===== config.mk =====
export PLATFORM = sky130hd
export DESIGN_NAME = keypad_display_io
export DESIGN_NICKNAME = d
export VERILOG_FILES = /design/src/rtl/kdio_pkg.sv /design/src/rtl/kdio_ctrl.sv /design/src/rtl/kdio_datapath.sv /design/src/rtl/keypad_display_io.sv
export SDC_FILE = /design/constraint.sdc
export NUM_CORES = 1
export LEC_CHECK = 0
export BUFFER_PORTS_ARGS = -buffer_cell sky130_fd_sc_hd__clkbuf_2
export CELL_PAD_IN_SITES_DETAIL_PLACEMENT = 1
export CELL_PAD_IN_SITES_GLOBAL_PLACEMENT = 2
export CORE_ASPECT_RATIO = 0.5
export CORE_MARGIN = 2
export CORE_UTILIZATION = 31
export CTS_CLUSTER_DIAMETER = 60
export DETAILED_ROUTE_END_ITERATION = 10
export PLACE_DENSITY_LB_ADDON = 0.05
export SYNTH_ARGS = -nofsm -noshare
export SYNTH_HDL_FRONTEND = slang
export SYNTH_SLANG_ARGS = --single-unit

===== constraint.sdc =====
create_clock -name clk -period 4 [get_ports clk]
set_input_delay 0.8 -clock clk [delete_from_list [all_inputs] [get_ports clk]]
set_output_delay 0.8 -clock clk [all_outputs]
set_load 0.05 [all_outputs]

===== src/rtl/kdio_pkg.sv =====
package kdio_pkg;
  localparam int DIGIT_IDX_W = 4;

  typedef enum logic [1:0] {
    RD_NONE  = 2'd0,
    RD_ROWS  = 2'd1,
    RD_DIGIT = 2'd2
  } rdSrc_e;

  typedef struct packed {
    logic                   colWe;
    logic                   digitWe;
    logic [DIGIT_IDX_W-1:0] digitIdx;
    rdSrc_e                 rdSrc;
  } strobes_t;
endpackage


===== src/rtl/kdio_ctrl.sv =====
module kdio_ctrl #(
  parameter int          ADDR_W     = 16,
  parameter int          NUM_DIGITS = 6,
  parameter logic [7:0]  PAGE_ID    = 8'hD0,
  parameter logic [7:0]  COL_OFF    = 8'h00,
  parameter logic [7:0]  ROW_OFF    = 8'h01,
  parameter logic [7:0]  DIGIT_BASE = 8'h10
) (
  input  logic [ADDR_W-1:0]  busAddr,
  input  logic               busWr,
  input  logic               busRd,
  output kdio_pkg::strobes_t strobes
);
  import kdio_pkg::*;

  localparam logic [8:0] DIGIT_END = {1'b0, DIGIT_BASE} + 9'(NUM_DIGITS);

  logic       pageHit;
  logic [7:0] offset;
  logic       inDigit;
  logic [7:0] digitRel;

  assign pageHit  = (busAddr[ADDR_W-1:8] == PAGE_ID);
  assign offset   = busAddr[7:0];
  assign inDigit  = (offset >= DIGIT_BASE) && ({1'b0, offset} < DIGIT_END);
  assign digitRel = offset - DIGIT_BASE;

  always_comb begin
    strobes          = '0;
    strobes.rdSrc    = RD_NONE;
    strobes.digitIdx = digitRel[DIGIT_IDX_W-1:0];
    if (pageHit) begin
      strobes.colWe   = busWr && (offset == COL_OFF);
      strobes.digitWe = busWr && inDigit;
      if (busRd) begin
        if (offset == ROW_OFF)  strobes.rdSrc = RD_ROWS;
        else if (inDigit)       strobes.rdSrc = RD_DIGIT;
      end
    end
  end
endmodule


===== src/rtl/kdio_datapath.sv =====
module kdio_datapath #(
  parameter int DATA_W      = 8,
  parameter int NUM_DIGITS  = 6,
  parameter int KEY_ROWS    = 4,
  parameter int KEY_COLS    = 4,
  parameter int SYNC_STAGES = 2
) (
  input  logic                         clk,
  input  logic                         rstN,
  input  kdio_pkg::strobes_t           strobes,
  input  logic [DATA_W-1:0]            busWrData,
  input  logic [KEY_ROWS-1:0]          rowIn,
  output logic [KEY_COLS-1:0]          colSel,
  output logic [NUM_DIGITS*DATA_W-1:0] digitFlat,
  output logic [DATA_W-1:0]            busRdData
);
  import kdio_pkg::*;

  logic [KEY_COLS-1:0] colReg;
  logic [DATA_W-1:0]   digitReg [NUM_DIGITS];
  logic [KEY_ROWS-1:0] syncQ    [SYNC_STAGES];
  logic [KEY_ROWS-1:0] rowSync;

  always_ff @(posedge clk) begin
    if (!rstN)              colReg <= '0;
    else if (strobes.colWe) colReg <= busWrData[KEY_COLS-1:0];
  end
  assign colSel = colReg;

  for (genvar g = 0; g < NUM_DIGITS; g++) begin : gDigit
    always_ff @(posedge clk) begin
      if (!rstN)
        digitReg[g] <= '0;
      else if (strobes.digitWe && (strobes.digitIdx == DIGIT_IDX_W'(g)))
        digitReg[g] <= busWrData;
    end
    assign digitFlat[g*DATA_W +: DATA_W] = digitReg[g];
  end

  for (genvar s = 0; s < SYNC_STAGES; s++) begin : gSync
    always_ff @(posedge clk) begin
      if (!rstN)  syncQ[s] <= '0;
      else if (s == 0) syncQ[s] <= rowIn;
      else        syncQ[s] <= syncQ[(s == 0) ? 0 : s-1];
    end
  end
  assign rowSync = syncQ[SYNC_STAGES-1];

  always_comb begin
    busRdData = '0;
    unique case (strobes.rdSrc)
      RD_ROWS:  busRdData = DATA_W'(rowSync);
      RD_DIGIT: begin
        for (int i = 0; i < NUM_DIGITS; i++)
          if (strobes.digitIdx == DIGIT_IDX_W'(i)) busRdData = digitReg[i];
      end
      default:  busRdData = '0;
    endcase
  end
endmodule


===== src/rtl/keypad_display_io.sv =====
module keypad_display_io #(
  parameter int          ADDR_W      = 16,
  parameter int          DATA_W      = 8,
  parameter int          NUM_DIGITS  = 6,
  parameter int          KEY_ROWS    = 4,
  parameter int          KEY_COLS    = 4,
  parameter int          SYNC_STAGES = 2,
  parameter logic [7:0]  PAGE_ID     = 8'hD0,
  parameter logic [7:0]  COL_OFF     = 8'h00,
  parameter logic [7:0]  ROW_OFF     = 8'h01,
  parameter logic [7:0]  DIGIT_BASE  = 8'h10
) (
  input  logic                         clk,
  input  logic                         rstN,
  input  logic [ADDR_W-1:0]            busAddr,
  input  logic [DATA_W-1:0]            busWrData,
  input  logic                         busWr,
  input  logic                         busRd,
  output logic [DATA_W-1:0]            busRdData,
  output logic [KEY_COLS-1:0]          colSel,
  input  logic [KEY_ROWS-1:0]          rowIn,
  output logic [NUM_DIGITS*DATA_W-1:0] digitOut
);
  kdio_pkg::strobes_t strobes;

  kdio_ctrl #(
    .ADDR_W(ADDR_W), .NUM_DIGITS(NUM_DIGITS), .PAGE_ID(PAGE_ID),
    .COL_OFF(COL_OFF), .ROW_OFF(ROW_OFF), .DIGIT_BASE(DIGIT_BASE)
  ) uCtrl (
    .busAddr(busAddr), .busWr(busWr), .busRd(busRd), .strobes(strobes)
  );

  kdio_datapath #(
    .DATA_W(DATA_W), .NUM_DIGITS(NUM_DIGITS), .KEY_ROWS(KEY_ROWS),
    .KEY_COLS(KEY_COLS), .SYNC_STAGES(SYNC_STAGES)
  ) uDp (
    .clk(clk), .rstN(rstN), .strobes(strobes), .busWrData(busWrData),
    .rowIn(rowIn), .colSel(colSel), .digitFlat(digitOut),
    .busRdData(busRdData)
  );
endmodule


==> impl_metrics.json <==
{
  "status": "finished clean",
  "die_width_um": 135,
  "grt_usage": 0.191,
  "yosysTopAreaCellShare": 0.544,
  "fin_crit_sh": 0.942,
  "syn-num-nets": 242,
  "core-area_um2": 8140,
  "dp.cells": 413,
  "drt_iter0_drc": 115,
  "yosysMostFrequentCell": "nor2_1",
  "synth_edf_count": 48,
  "netlist_top_cells_area": "edfxtp_1, dfxtp_1, nor2_1, mux4_2, nand2_1",
  "vias_per_cell": 5.08,
  "n_fill_cell": 909,
  "grt_antenna_before_repair": 0,
  "grt_pass1_vias": 2300,
  "h-tree-depth": 3,
  "yosysUniqueCellTypes": 32,
  "io_buffers": 91,
  "cp_data_arrival_time_ns": 2.97,
  "yosys.area.top_type": "edfxtp_1",
  "r2r_end": "uDp.colSel[3]$_SDFFE_PN0P_",
  "dieArea_um2": 9340,
  "fmax_mhz": 265,
  "synth_area_per_cell_um2": 12.7,
  "clockBufferDepth": 2,
  "floorplan.initialDensity": 0.325,
  "start_kind": "input port",
  "cp_max_fo": 8,
  "crit_required_ns": 3.20,
  "setup_viol": 0,
  "synthTopCellsByCount": "nor2_1, edfxtp_1, nand2_1",
  "cts_made_buffers": 9,
  "ys_warn_count": 0,
  "ant_nets": 0,
  "p_leak_nw": 1.47,
  "rr_startpoint": "uDp.colSel[3]$_SDFFE_PN0P_",
  "crit_path_end_kind": "output pin",
  "synth_cells": 208,
  "gr-total-overflow": 0,
  "root_buffer": "clkbuf_16",
  "post_cts_buffers": 0,
  "final-hold-violation-count": 0,
  "n_antenna_cell": 0,
  "ys_seq_area_frac": 0.635,
  "slew_headroom": 0.655,
  "hold_depth": 1,
  "cts_tree": "yes",
  "dp_hpwl_um": 6290,
  "vias": 2178,
  "grt_pass1_wl_um": 13200,
  "crit_path_end": "busRdData[2]",
  "drtPass1Iterations": 6,
  "clkSinkCount": 60,
  "drive_above_1_share": 0.426,
  "fin_util": 0.450,
  "area_delta_synth_final_pct": 38.5,
  "fin_tns_setup_ns": 0,
  "r2r_cells": 2,
  "post_drt_wl_per_cell_um": 19.8,
  "power_density_nw_per_um2": 509,
  "p_total_mw": 1.87,
  "min_path_type": "reg -> reg",
  "yosys_most_used_dff": "edfxtp_1",
  "syn_area_um2": 2650,
  "r2r_setup_slack_ns": 3.39,
  "ios": 92,
  "drc": 0,
  "async_reset_ff_frac": 0,
  "die_y_um": 69.4,
  "row_count": 23,
  "drv_cap": 0,
  "rsz0062_at_grt": "no",
  "fin_cells": 429,
  "cp-startpoint": "busAddr[5]",
  "clk_pin_slew_ns": 0.05,
  "fin_crit_ns": 3.77,
  "wirelength_um": 8490,
  "timing.hold.ws_ns": 0.436,
  "clock_skew_ns": 0.00321,
  "slew_violations": 0,
  "worst_slew_pin_slew_ns": 0.518,
  "irDropWorstVdd_uv": 243,
  "worstSkewPairLatency_ns": 0.32,
  "ys_ff_latch": 60,
  "critPathKind": "in -> out",
  "grt_max_degree": 27,
  "gp_congestion": 0.808,
  "finalNetCount": 346
}
-- layout by cell type (no fill, tap or decap), drive strengths merged, types with 2 or more instances in the layout --
cell and count:
nand3b 2, nand2b 2, nor4 4, nand4b 2, mux2i 4, nand4 3, a222oi 8, and2 8
bufinv 4, a211oi 4, clkbuf 102, nor2 54, inv 2, a21oi 5, nand2 23, buf 9
ha 2, edfxtp 48, mux4 8, dfxtp 12, nand3 3
-- routing by layer --
layer,vias up,GRT usage,part of all wire
li1,990,-,-
met4,0,0.0526,0.0091
met5,-,0,0
met3,9,0.0577,0.059
met2,78,0.294,0.46
met1,1101,0.262,0.47
-- layout make-up --
class,count,area [µm²],area share
clock buffer,11,233,0.0635
clock inverter,5,124,0.0338
inverter,2,7.51,0.00205
multi-input combinational,139,958,0.261
sequential,60,1680,0.459
tap,112,140,0.0382
timing repair buffer,100,523,0.143
-- how the worst min path moves through the flow --
stage,startpoint,end
floorplan,uDp.syncQ[0][0]$_SDFF_PN0_,uDp.syncQ[1][0]$_SDFF_PN0_
global placement,uDp.syncQ[0][1]$_SDFF_PN0_,uDp.syncQ[1][1]$_SDFF_PN0_
detailed placement,uDp.syncQ[0][2]$_SDFF_PN0_,uDp.syncQ[1][2]$_SDFF_PN0_
CTS,uDp.syncQ[0][2]$_SDFF_PN0_,uDp.syncQ[1][2]$_SDFF_PN0_
global route,uDp.syncQ[0][0]$_SDFF_PN0_,uDp.syncQ[1][0]$_SDFF_PN0_
finish,uDp.syncQ[0][2]$_SDFF_PN0_,uDp.syncQ[1][2]$_SDFF_PN0_
-- stage by stage --
step	cell area, µm²	worst slack (ns)
after detailed placement	3300	0.177
final	3670	0.233
after floorplan	2670	0.188
after global placement	3300	0.284
after CTS	3660	0.0896
after global routing	3670	0.0161
-- registers in the layout, summed over array words and instances, names as in the netlist --
name	cells
uDp.colSel	4
uDp.digitReg	48
uDp.syncQ	8
-- where the power goes --
part | total [mW] | switching [mW] | internal, mW | leakage [nW]
logic | 0.210 | 0.157 | 0.0524 | 0.750
registers | 0.719 | 0.0166 | 0.702 | 0.554
clock network | 0.937 | 0.267 | 0.670 | 0.171
-- cells by family after synthesis --
group                      share of synthesized area
buffers and inverters                         0.0132
muxes                                         0.0831
and+or+nand+nor                                0.203
adders and majority gates                    0.00945
AOI/OAI and AO/OA                             0.0567
DFF                                            0.635
-- worst max-delay path: stages --
cell and delay (ns):
clkbuf_2 0.07, or3_1 0.46, nand3b_1 0.22, nor4_2 0.26
ha_1 0.39, a222oi_1 0.18, a211oi_2 0.27, clkbuf_2 0.31
-- what timing repair did --
item | 4_1_cts | 5_1_grt
hold buffers | 0 | 0
setup endpoints to repair | 0 | 4
resized for setup | 0 | 1
Power figures use the tool's default switching activity.
